==> config.mk <==
export PLATFORM = sky130hd
export DESIGN_NAME = rtc_shadow_window
export DESIGN_NICKNAME = d
export VERILOG_FILES = /design/src/rtl/rtc_shadow_window.sv
export SDC_FILE = /design/constraint.sdc
export NUM_CORES = 1
export LEC_CHECK = 0
export ABC_AREA = 1
export BUFFER_PORTS_ARGS = -buffer_cell sky130_fd_sc_hd__buf_2
export CAP_MARGIN = 10
export CORE_MARGIN = 1
export CORE_UTILIZATION = 40
export DETAILED_ROUTE_END_ITERATION = 10
export PLACE_DENSITY_LB_ADDON = 0.15
export SYNTH_ARGS = -nofsm -noshare
export SYNTH_HDL_FRONTEND = slang
export SYNTH_SLANG_ARGS = --single-unit
==> constraint.sdc <==
create_clock -name clk -period 3.2 [get_ports clk]
set_input_delay 0.64 -clock clk [delete_from_list [all_inputs] [get_ports clk]]
set_output_delay 0.64 -clock clk [all_outputs]
set_load 0.01 [all_outputs]
==> src/rtl/rtc_shadow_window.sv <==
module rtc_shadow_window #(
  parameter int AW = 17
) (
  input  logic          clk,
  input  logic          rst_n,
  input  logic          bus_sel,
  input  logic          bus_we,
  input  logic [AW-1:0] bus_addr,
  input  logic [7:0]    bus_wdata,
  output logic [7:0]    bus_rdata,
  input  logic          pwr_fail,
  input  logic [55:0]   live_time,
  input  logic          sq512,
  output logic [55:0]   set_time,
  output logic          load_pulse,
  output logic          osc_halt,
  output logic          ram_sel,
  output logic          ram_we,
  output logic [AW-1:0] ram_addr,
  output logic [7:0]    ram_wdata,
  input  logic [7:0]    ram_rdata
);
  localparam int NREG = 8;
  localparam int IW   = $clog2(NREG);

  function automatic logic [7:0] tmask(input int i);
    case (i)
      1, 2:    return 8'h7F;
      3, 5:    return 8'h3F;
      4:       return 8'h07;
      6:       return 8'h1F;
      7:       return 8'hFF;
      default: return 8'h00;
    endcase
  endfunction

  logic [7:0] regs [NREG];
  logic       load_q;

  wire          acc    = bus_sel & ~pwr_fail;
  wire          in_win = &bus_addr[AW-1:IW];
  wire [IW-1:0] idx    = bus_addr[IW-1:0];
  wire          wr_win = acc & bus_we & in_win;
  wire          frozen = |regs[0][7:6];
  wire          commit = wr_win && (idx == '0) && !bus_wdata[7] && regs[0][7];
  wire          ft_on  = regs[4][6] & ~regs[1][7];

  always_ff @(posedge clk or negedge rst_n) begin
    if (!rst_n) begin
      for (int i = 0; i < NREG; i++) regs[i] <= '0;
      load_q <= 1'b0;
    end else begin
      load_q <= commit;
      for (int i = 1; i < NREG; i++)
        if (!frozen)
          regs[i] <= (regs[i] & ~tmask(i)) | (live_time[8*(i-1) +: 8] & tmask(i));
      if (wr_win) regs[idx] <= bus_wdata;
    end
  end

  for (genvar g = 1; g < NREG; g++) begin : g_set
    assign set_time[8*(g-1) +: 8] = regs[g] & tmask(g);
  end

  logic [7:0] win_val;
  always_comb begin
    win_val = regs[idx];
    if (idx == IW'(1) && ft_on) win_val[0] = sq512;
  end

  assign bus_rdata  = (acc && !bus_we) ? (in_win ? win_val : ram_rdata) : 8'h00;
  assign load_pulse = load_q;
  assign osc_halt   = regs[1][7];
  assign ram_sel    = acc & ~in_win;
  assign ram_we     = ram_sel & bus_we;
  assign ram_addr   = bus_addr;
  assign ram_wdata  = bus_wdata;
endmodule


# Word level (Yosys, flattened, before mapping)
# Cells that the tools add are included.
dict set report op_classes {
  addsub 0
  reduce_logical 11
  mul 0
  n_div 0
  shifts 0
  n_mux 22
  bitwise_logic 36
  n_lt_le_gt_ge 2
  eq_ne 1
}
# operator n
set ops {}
lappend ops {{8-bit 2-to-1 mux} 17}
lappend ops {{8-bit AND} 14}
lappend ops {{64-bit bitwise mux} 1}
lappend ops {{56-bit 2-to-1 mux} 1}
lappend ops {{8-bit bitwise OR} 7}
lappend ops {{8-bit NOT} 5}
lappend ops {{8-bit binary-select mux with 3-bit select} 1}
lappend ops {{8-bit demux with 3-bit select} 1}
lappend ops {{14-bit AND reduction} 1}
lappend ops {{1-bit AND} 6}
lappend ops {{1-bit logical AND} 6}
lappend ops {{4-bit greater-or-equal comparator (second input constant)} 1}
lappend ops {{4-bit by 1-bit < comparator with 1-bit output (second input constant)} 1}
lappend ops {{3-bit NOT with 4-bit output} 1}
lappend ops {{3-bit by 1-bit == test with 1-bit output (second input constant)} 1}
lappend ops {{3-bit zero test} 1}
lappend ops {{1-bit NOT} 3}
lappend ops {{1-bit zero test} 2}
lappend ops {{2-bit OR reduction} 1}
lappend ops {{1-bit 2-to-1 mux} 1}
dict set report word_totals {
  mem_bits_rw 0
  memories 0
  output_inout_bits 93
  latchBits 0
  ff_bits 65
  input_bits 95
  elab_cells 81
  mem_bits_ro 0
}

# Longest topological paths before layout
# Gate-level depths: netlist of the first run.
dict set report depth {
  ltp_word 8
  mapped_depth 9
  depth_no_buf 8
}

# Worst setup path before layout of the first run
# OpenSTA, ideal clock, no wires.
dict set report synth_path {
  kind {in2out}
  start {in bus_addr[0]}
  end {out bus_rdata[6]}
  path_slack_ns 0.890
  n_path_buf 1
  arrival_ns 1.670
  required_ns 2.560
  stages 8
  path_cell_list {clkbuf_2 -> clkinv_1 -> nor2_2 -> nand2_1 -> nand2_1 -> nand3b_1 -> nand3_1 -> a21oi_1}
}
dict set report synth_between {
  elab_chain_len 6
}
# item line
set synth_lines {}
lappend synth_lines {{from (decl)} 8} ;# input logic [AW-1:0] bus_addr,
lappend synth_lines {{3-bit NOT with 4-bit output (implied by the code)} 67} ;# win_val = regs[idx];
lappend synth_lines {{8-bit binary-select mux with 3-bit select} 67}
lappend synth_lines {{8-bit 2-to-1 mux (implied by the code) (2 in series)} 67}
lappend synth_lines {{8-bit 2-to-1 mux (2 in series)} 71} ;# assign bus_rdata = (acc && !bus_we) ? (in_win ? win_val : ram_rdata) : 8'h00;
lappend synth_lines {{to (decl)} 10} ;# output logic [7:0] bus_rdata,
# Every way passes these cells. The select of a mux whose other input is x is not followed.

# Worst setup path in the final report of the first run
dict set report layout_path {
  start {in bus_addr[1]}
  end {out bus_rdata[5]}
}
# Same word-level chain as after synthesis.

==> reports/metrics.cfg, run 1 <==
[clock_tree]
clock-sinks = 65
post_cts_buffers = 0
cts_resized = 0
clock_tree.buffer_depth = 2
cts_max_level = 3
hold_buffers = 0
cts_tree = yes
clock_latency_ns = 0.34
cts.clk_slew.worst_paths_ns = 0.06
cts_buffers = 9
cts_root_buffer = clkbuf_16

[layout]
diodes = 0
multi_input_area_sq_um = 2350
regArea_sq_um = 1630
fin_nets = 919
syn_to_final_growth_pct = 12.8
fill_cells = 1258
drive_above_1_share_pct = 24.5
design_area_sq_um = 5530

[synth]
postSynthAreaPerCell_sq_um = 6.60
synth-seq-cells = 65
synthDistinctLibCells = 28
syn_area_sq_um = 4900
yosys_warnings = 0
syn_inst = 743
seq_area_frac_synth_pct = 33.2

[timing]
fmax_mhz = 369
worst_pin_slew_ns = 0.873
post-route-period-util_pct = 84.8
slew_viol_final = 0
finalHoldViolCount = 0
finClkSkew_ns = 0.0110
period_needed_ns = 2.71
slew_headroom_pct = 41.8
setup_slack_ns = 0.487
setup_tns_ns = 0
setup_viol = 0
rsz0062_at_grt = false

[power]
power_density_nw_per_um2 = 402
p_leak_nw = 3.07
vdd_drop_max_uv = 198

[global_route]
grt_antenna_before_repair = 0
grt-ovfl-total = 0
grt_pass1_wl_um = 24300
grt_max_degree = 45
grt_pass1_vias = 4588
grt_usage_pct = 25.2

[placement]
pre_cts_ws_ns = 0.537
dp_hpwl_um = 11500
dpl_cell_area_sq_um = 5240
io_buffers = 159
gp_congestion = 0.918

[status]
status = completed

[worst_setup_path]
cp_max_fo = 15
cp.arrival_ns = 2.07
worstPathRequired_ns = 2.56
r2r_setup_slack_ns = 1.18
start_kind = primary input
critical_path_class = in2out
end_kind = output pin

[floorplanning]
fp.dieW_um = 113
initial_utilization_pct = 41.0
die-area_sq_um = 12700
die_h_um = 113
core_area_sq_um = 12000
row_count = 40
pin_count = 188

[routing]
dr.pass1.iters = 5
routed_wl_um = 15500
drtIter0Drc = 342
drc = 0
wire_per_inst_um = 15.9
vias_per_cell = 5.18
num_vias = 5060
detail-route-antenna-nets = 0

[min_path]
hold_path.class = in2async

[job]
max-cap-violations = 0

## registers in the layout, summed over array words and instances (netlist names)
name,flops
load_pulse,1
regs,21
osc_halt,1
set_time,42
## metal layers
metal	GRT usage, %	part of all wire, %
met2	41.0	46
met4	7.11	1.5
met3	4.55	6.7
met1	34.3	46
met5	0	0
## layout make-up
type	count	area share, %
multi-input combinational	529	42.5
clock buffer	11	4.21
timing repair buffer	175	16.6
clock inverter	5	1.02
tap	147	3.32
sequential	65	29.4
inverter	44	2.99
## cells in the mapped netlist
| cell | number | area (sq um) |
|---|---|---|
| a211oi_1 | 1 | 7.51 |
| nand2_2 | 1 | 6.26 |
| clkbuf_1 | 13 | 48.8 |
| conb_1 | 1 | 3.75 |
| a21oi_1 | 54 | 270 |
| o21ai_2 | 2 | 17.5 |
| nand2_1 | 216 | 811 |
| or2_2 | 1 | 6.26 |
| nor2_1 | 81 | 304 |
| inv_1 | 41 | 154 |
| o21ai_0 | 69 | 345 |
| clkinv_1 | 2 | 7.51 |
| nand2_4 | 1 | 11.3 |
| nand3_1 | 22 | 110 |
| inv_2 | 1 | 3.75 |
| o211ai_1 | 11 | 82.6 |
| nand3b_1 | 3 | 22.5 |
| dfrtp_1 | 65 | 1630 |
| o21ai_1 | 38 | 190 |
| clkbuf_2 | 1 | 5.00 |
| nor2_2 | 6 | 37.5 |
| nor3_1 | 4 | 20.0 |
| nor3_4 | 1 | 16.3 |
| nand4_1 | 3 | 18.8 |
| buf_2 | 17 | 85.1 |
| buf_4 | 81 | 608 |
| nand3_4 | 1 | 17.5 |
| buf_6 | 6 | 67.6 |
## kinds of logic after synthesis
group | after synthesis | synth area share, %
other cells | 1 | 0.0765
flops | 65 | 33.2
compound gates | 175 | 18.6
buf+inv | 162 | 20.0
simple gates | 340 | 28.2
## power breakdown
| group | switching, mW | internal (mW) |
|---|---|---|
| registers | 0.0228 | 0.850 |
| clock network | 0.375 | 0.602 |
| logic | 0.237 | 0.139 |
## worst max-delay path: stages
cell and delay, ns:
buf_2 0.22, inv_2 0.18, nand2_2 0.16, or2_2 0.31
nand3_1 0.06, o21ai_0 0.07, nor2_1 0.21, nor2_1 0.06
buf_2 0.14
## final timing paths
path | cells past startpoint | end | startpoint
max in group asynchronous | 2 | set_time[33] | rst_n
worst max-delay path | 9 | bus_rdata[5] | bus_addr[1]
min in group clk | 2 | regs[14] | regs[14]
worst min-delay path | 1 | osc_halt | rst_n
worst min register to register | 2 | regs[14] | regs[14]
worst max register to register | 5 | set_time[26] | regs[63]
## through the flow
step	hold slack (ns)	std cells	utilization, %	total power [mW]
6_report	0.420	976	46.3	2.22
3_5_place_dp	0.470	960	43.8	1.26
3_3_place_gp	0.466	960	43.8	1.26
5_1_grt	0.479	976	46.3	2.34
4_1_cts	0.440	976	46.3	2.24
2_1_floorplan	0.344	756	-	1.15
## placed cells by master, fill, tap and decap left out, drive strengths merged
master	synthesis	routed
nor2	87	87
inv	42	42
conb	1	14
nand3b	3	3
nor3	5	5
clkinvlp	0	1
clkinv	2	5
clkbuf	14	11
buf	104	175
o211ai	11	11
nand3	23	23
o21ai	109	109
nand2	218	218
nand4	3	3
a211oi	1	1
bufinv	0	1
dfrtp	65	65
or2	1	1
a21oi	54	54
Note: power is estimated with default switching activity, not from simulation.
==> inputs of run 2 (changes only) <==
ABC_AREA = 0   (was 1)
clock period = 2.5 ns   (was 3.2 ns; I/O delays follow)
==> run 2 against run 1 <==
  * Global-route usage decreased by 3.6 points
  * Final cell count shrank 35%
  * Routed wire length down 25%
  * Clock skew up 0.0061 ns
  * Largest cell class unchanged
==> reports/metrics.cfg, run 2 <==
[timing]
worst_pin_slew_ns = 0.792  ; was 0.873 ns
fin_hold_ws_ns = 0.235  ; was 0.420 ns
rsz0062_at_grt = false  ; unchanged
finClkSkew_ns = 0.0170  ; was 0.0110 ns
post-route-period-util_pct = 95.5
slew_viol_final = 0  ; unchanged
period_needed_ns = 2.39
finalHoldViolCount = 0  ; unchanged
slew_headroom_pct = 47.2  ; was 41.8%
setup_viol = 0  ; unchanged
fmax_mhz = 419

[floorplanning]
pin_count = 188  ; unchanged
die-area_sq_um = 11200  ; was 12,700 sq um
fp.dieW_um = 106  ; was 113 um
core_area_sq_um = 10400  ; was 12,000 sq um
initial_utilization_pct = 41.4  ; was 41.0%
die_h_um = 106  ; was 113 um
row_count = 37  ; was 40

[synth]
synth_common_cells = buf_4, dfrtp_1, mux2_2  ; was nand2_1, buf_4, nor2_1
synthDistinctLibCells = 36  ; was 28
synth_top_area_cell = dfrtp_1  ; unchanged
syn_area_sq_um = 4290  ; was 4900 sq um
synth_edf_count = 0  ; unchanged
yosys_warnings = 0  ; unchanged
synth-seq-cells = 65  ; unchanged
postSynthAreaPerCell_sq_um = 11.2  ; was 6.60 sq um
seq_area_frac_synth_pct = 37.9  ; was 33.2%
yosysMostFrequentCell = buf_4  ; was nand2_1
synth_top_area_share_pct = 37.9  ; was 33.2%
async_flop_share_pct = 100  ; unchanged
synth-main-ff-cell = dfrtp_1  ; unchanged
synth.area.top_cells = dfrtp_1, mux2_2, buf_4, mux4_2, mux2i_1  ; was dfrtp_1, nand2_1, buf_4, o21ai_0, nor2_1
syn_inst = 383  ; was 743

[worst_setup_path]
worstPathRequired_ns = 2.00  ; was 2.56 ns
end_kind = output pin  ; unchanged
cp.arrival_ns = 1.89  ; was 2.07 ns
critical_path_class = in2out  ; unchanged
cp_max_fo = 4  ; was 15
start_kind = primary input  ; unchanged

[layout]
most-common-layout-cells = buf_2, dfrtp_1, mux2_2  ; was nand2_1, buf_2, nor2_1
final_common_cell = buf_2  ; was nand2_1
largest_reg_flops = 42  ; unchanged
diodes = 0  ; unchanged
syn_to_final_growth_pct = 20.8  ; was 12.8%
drive_above_1_share_pct = 59.8  ; was 24.5%
stdcell_count = 636  ; was 976
fin_nets = 591  ; was 919

[power]
p_leak_nw = 2.59  ; was 3.07 nW
power_density_nw_per_um2 = 491  ; was 402 nW/um^2
p_total_mw = 2.54  ; was 2.22 mW
vdd_drop_max_uv = 387  ; was 198 uV

[global_route]
grt_pass1_wl_um = 18000  ; was 24,300 um
grt_antenna_before_repair = 0  ; unchanged
grt_pass1_vias = 3182  ; was 4,588
grt_usage_pct = 21.6  ; was 25.2%
grt_max_degree = 34  ; was 45
grt-ovfl-total = 0  ; unchanged

[routing]
highest_layer = met4  ; unchanged
dr_wl_met3_um = 675  ; was 1030 um
routed_wl_um = 11600  ; was 15,500 um
wire_per_inst_um = 18.2  ; was 15.9 um
detail-route-antenna-nets = 0  ; unchanged
num_vias = 3253  ; was 5,060
wl_met2_um = 5550  ; was 7170 um
drtIter0Drc = 130  ; was 342
drc = 0  ; unchanged
dr.pass1.iters = 4  ; was 5
wl_met1_um = 5270  ; was 7090 um
vias_per_cell = 5.11  ; was 5.18

[clock_tree]
cts_buffers = 9  ; unchanged
clock-sinks = 65  ; unchanged
cts_max_level = 3  ; unchanged
clock_latency_ns = 0.35  ; was 0.34 ns
cts_tree = yes  ; unchanged
cts_root_buffer = clkbuf_8  ; was clkbuf_16
cts.clk_slew.worst_paths_ns = 0.07  ; was 0.06 ns
clock_tree.buffer_depth = 2  ; unchanged

[placement]
dp_cells = 621  ; was 960
gp_congestion = 0.773  ; was 0.918
io_buffers = 159  ; unchanged
dp_hpwl_um = 8780  ; was 11,500 um

[job]
max-cap-violations = 0  ; unchanged

[status]
status = completed  ; unchanged

[min_path]
hold_path.class = in2async  ; unchanged

[run 2: changes by cell type in the layout (fill, tap and decap cells not counted), moves of 11 or more]
cell	change
clkbuf_8	+12
inv_1	-40
a21oi_1	-35
mux2_2	+64
nor3_1	+11
nor2_1	-71
nand2_1	-211
mux4_2	+14
mux2i_1	+21
o21ai_0	-61
o21ai_1	-38
nand3_1	-20
[run 2: power breakdown]
group          internal (mW)  total (mW)  switching, mW
logic                  0.186       0.382          0.196
registers               1.09        1.11         0.0283
clock network          0.639        1.05          0.408
[run 2: cells by family after synthesis]
group / synth area share, %
other cells: 0.0873
simple gates: 9.44
compound gates: 5.04
buf+inv: 16.5
flops: 37.9
mux: 31.0
[run 2: final timing paths]
check | start | to | slack (ns) | cells after the start
max | bus_addr[12] | bus_rdata[4] | 0.11 | 7
min | rst_n | set_time[18] | 0.24 | 1
max reg2reg | regs[63] | set_time[5] | 0.83 | 4
min reg2reg | regs[60] | regs[60] | 0.50 | 1
max in group asynchronous | rst_n | regs[13] | 1.62 | 2
min in group clk | live_time[26] | set_time[26] | 0.45 | 3
[run 2: worst max-delay path: stages]
cell and delay [ns]:
buf_2 0.10, nand2_1 0.10, or4_4 0.59, buf_4 0.18, a211oi_1 0.18, nor2_1 0.08, buf_2 0.14
[run 2: stage by stage]
step	util, %	area [sq um]	TNS, ns	setup slack, ns
floorplan	-	4340	0	0.0806
global placement	47.6	4940	-0.289	-0.0785
detailed placement	47.6	4940	-1.04	-0.127
CTS	50.0	5180	0	0.0231
global route	50.0	5190	0	0.000952
finish	50.0	5190	0	0.113
[run 2: cell type report]
type                            count  area [sq um]
Tap cell                          136           170
Clock buffer                       13           169
Fill cell                         975          5180
Sequential cell                    65          1630
Timing Repair Buffer              192          1120
Inverter                            1          3.75
Multi-Input combinational cell    227          2030
Clock inverter                      2          60.1
[run 2: layer usage]
layer / vias up / global-route usage (%)
met3: 10 / 3.40
met2: 140 / 35.1
met4: 0 / 6.25
met5: - / 0
met1: 1585 / 29.8
li1: 1518 / -
[run 2: what timing repair did]
action | 4_1_cts | 5_1_grt
hold buffers | 0 | 0
endpoints found under the setup margin | 6 | 6
setup buffers | 0 | 0
pin swaps | 0 | 1
cloned | 0 | 0
gates resized for setup | 3 | 1
==> inputs of run 3 (changes only) <==
CORE_UTILIZATION = 48   (was 40)
==> run 3 against run 2 <==
  * Non-clock buffer count is 3 lower
  * Count of clock-buffer cells in the layout fell by 3
  * Via count is 1.1% higher
  * Critical path depth unchanged
  * Sequential cell count is the same
  * Critical path type unchanged
  * Critical endpoint is now bus_rdata[7]
==> reports/metrics.cfg, run 3 (synthesis results as in run 2) <==
[status]
status = completed  ; unchanged

[global_route]
grt_usage_pct = 24.7  ; was 21.6%
grt_pass1_wl_um = 16500  ; was 18,000 um
grt_pass1_vias = 3102  ; was 3,182
grt-ovfl-total = 0  ; unchanged
grt_max_degree = 26  ; was 34
grt_antenna_before_repair = 0  ; unchanged

[worst_setup_path]
path_buf_inv = 3  ; unchanged
slowest_stage = mux4_2  ; was or4_4
end_kind = output pin  ; unchanged
r2r_setup_slack_ns = 0.85  ; was 0.83 ns
regToRegEndpoint = set_time[1]  ; was set_time[5]
crit_top_cell = buf_2  ; unchanged
crit_family = multiplexers  ; was simple AND/OR/NAND/NOR gates
start_kind = primary input  ; unchanged
critical_path_class = in2out  ; unchanged
max_stage_delay_ns = 0.48  ; was 0.59 ns
cp.arrival_ns = 1.91  ; was 1.89 ns
ff2ff_path_depth = 4  ; unchanged
r2r-start = regs[62]  ; was regs[63]
worstPathRequired_ns = 2.00  ; about the same
cp_max_fo = 8  ; was 4
crit_chain = buf_2 > buf_6 > mux4_2 > nor2b_1 > a211oi_2 > nor2_1 > buf_2  ; was buf_2 > nand2_1 > or4_4 > buf_4 > a211oi_1 > nor2_1 > buf_2

[power]
vdd_drop_max_uv = 227  ; was 387 uV
power_density_nw_per_um2 = 475  ; was 491 nW/um^2
p_leak_nw = 2.54  ; was 2.59 nW

[floorplanning]
die-area_sq_um = 9330  ; was 11,200 sq um
fp.dieW_um = 96.6  ; was 106 um
pin_count = 188  ; unchanged
initial_utilization_pct = 49.5  ; was 41.4%
core_area_sq_um = 8680  ; was 10,400 sq um
row_count = 34  ; was 37
die_h_um = 96.6  ; was 106 um

[layout]
final_common_cell = buf_2  ; unchanged
drive_above_1_share_pct = 59.6  ; was 59.8%
diodes = 0  ; unchanged
design_area_sq_um = 5050  ; was 5190 sq um
syn_to_final_growth_pct = 17.7  ; was 20.8%
fin_nets = 588  ; was 591
largest_reg_flops = 42  ; unchanged
most-common-layout-cells = buf_2, dfrtp_1, mux2_2  ; unchanged
fill_cells = 761  ; was 975

[routing]
drc = 0  ; unchanged
wire_per_inst_um = 18.3  ; was 18.2 um
routed_wl_um = 11100  ; was 11,600 um
vias_per_cell = 5.43  ; was 5.11
drtIter0Drc = 123  ; was 130
dr.pass1.iters = 4  ; unchanged
detail-route-antenna-nets = 0  ; unchanged
num_vias = 3289  ; was 3,253

[clock_tree]
cts_buffers = 9  ; unchanged
cts.clk_slew.worst_paths_ns = 0.08  ; was 0.07 ns
cts_root_buffer = clkbuf_8  ; unchanged
clock_latency_ns = 0.34  ; was 0.35 ns
clock-sinks = 65  ; unchanged
cts_max_level = 3  ; unchanged
clock_tree.buffer_depth = 2  ; unchanged
cts_tree = yes  ; unchanged

[timing]
slew_viol_final = 0  ; unchanged
slew_headroom_pct = 62.8  ; was 47.2%
period_needed_ns = 2.41  ; was 2.39 ns
fmax_mhz = 414  ; was 419 MHz
finalHoldViolCount = 0  ; unchanged
finClkSkew_ns = 0.00798  ; was 0.0170 ns
setup_viol = 0  ; unchanged
worst_pin_slew_ns = 0.558  ; was 0.792 ns
setup_tns_ns = 0  ; unchanged
rsz0062_at_grt = false  ; unchanged
post-route-period-util_pct = 96.5  ; was 95.5%

[placement]
io_buffers = 159  ; unchanged
gp_congestion = 0.858  ; was 0.773
dpl_cell_area_sq_um = 4820  ; was 4940 sq um
dp_hpwl_um = 8230  ; was 8780 um

[job]
max-cap-violations = 0  ; unchanged

[min_path]
hold_path.class = in2async  ; unchanged

run 3: cell count changes in the layout (fill, tap and decap cells not counted), moves of 2 or more:
cell,previous run,this run
clkinv_4,0,2
clkbuf_8,12,10
buf_12,6,2
clkinvlp_4,0,2
run 3: area by class of cell:
class / count / area [sq um] / area share [%]
flip-flops and latches: 65 / 1630 / 32.2
inverters: 1 / 3.75 / 0.0743
multi-input cells: 227 / 2030 / 40.2
repair buffers: 189 / 1050 / 20.8
well taps: 108 / 135 / 2.67
clock buffers: 10 / 138 / 2.72
clock inverters: 6 / 67.6 / 1.34
run 3: timing repair:
action	in CTS	in global routing
setup buffers	0	1
endpoints found under the setup margin	0	7
hold buffers	0	0
resized for setup	0	4
run 3: layer usage:
layer	vias to the layer above	track usage, %	wire length, um	share of wire (%)
li1	1512	-	-	-
met1	1621	31.3	4700	42
met2	146	42.3	5460	49
met3	10	5.48	803	7.2
met4	0	6.99	123	1.1
met5	-	0	0	0
run 3: power by group:
group	switching, mW	internal (mW)
registers	0.0268	1.09
logic	0.194	0.178
clock network	0.426	0.489
run 3: worst max path at each step:
stage,startpoint,to,slack [ns],depth (start not counted)
finish,bus_addr[0],bus_rdata[7],0.09,7
global route,bus_addr[0],bus_rdata[7],0.009,7
CTS,bus_addr[7],bus_rdata[7],0.01,7
detailed placement,bus_addr[7],set_time[19],-0.009,7
global placement,bus_addr[7],regs[39],0.02,7
floorplan,bus_addr[1],bus_rdata[4],0.08,5
run 3: through the flow:
step                util, %  std cells  hold WS [ns]  power [mW]  setup WS (ns)
global placement       55.6        589         0.484        1.50         0.0204
global route           58.2        606         0.171        2.51        0.00949
detailed placement     55.6        589         0.490        1.51       -0.00936
finish                 58.2        606         0.134        2.40         0.0863
CTS                    58.0        605         0.146        2.42         0.0146
floorplan                 -        396         0.204        1.39         0.0806
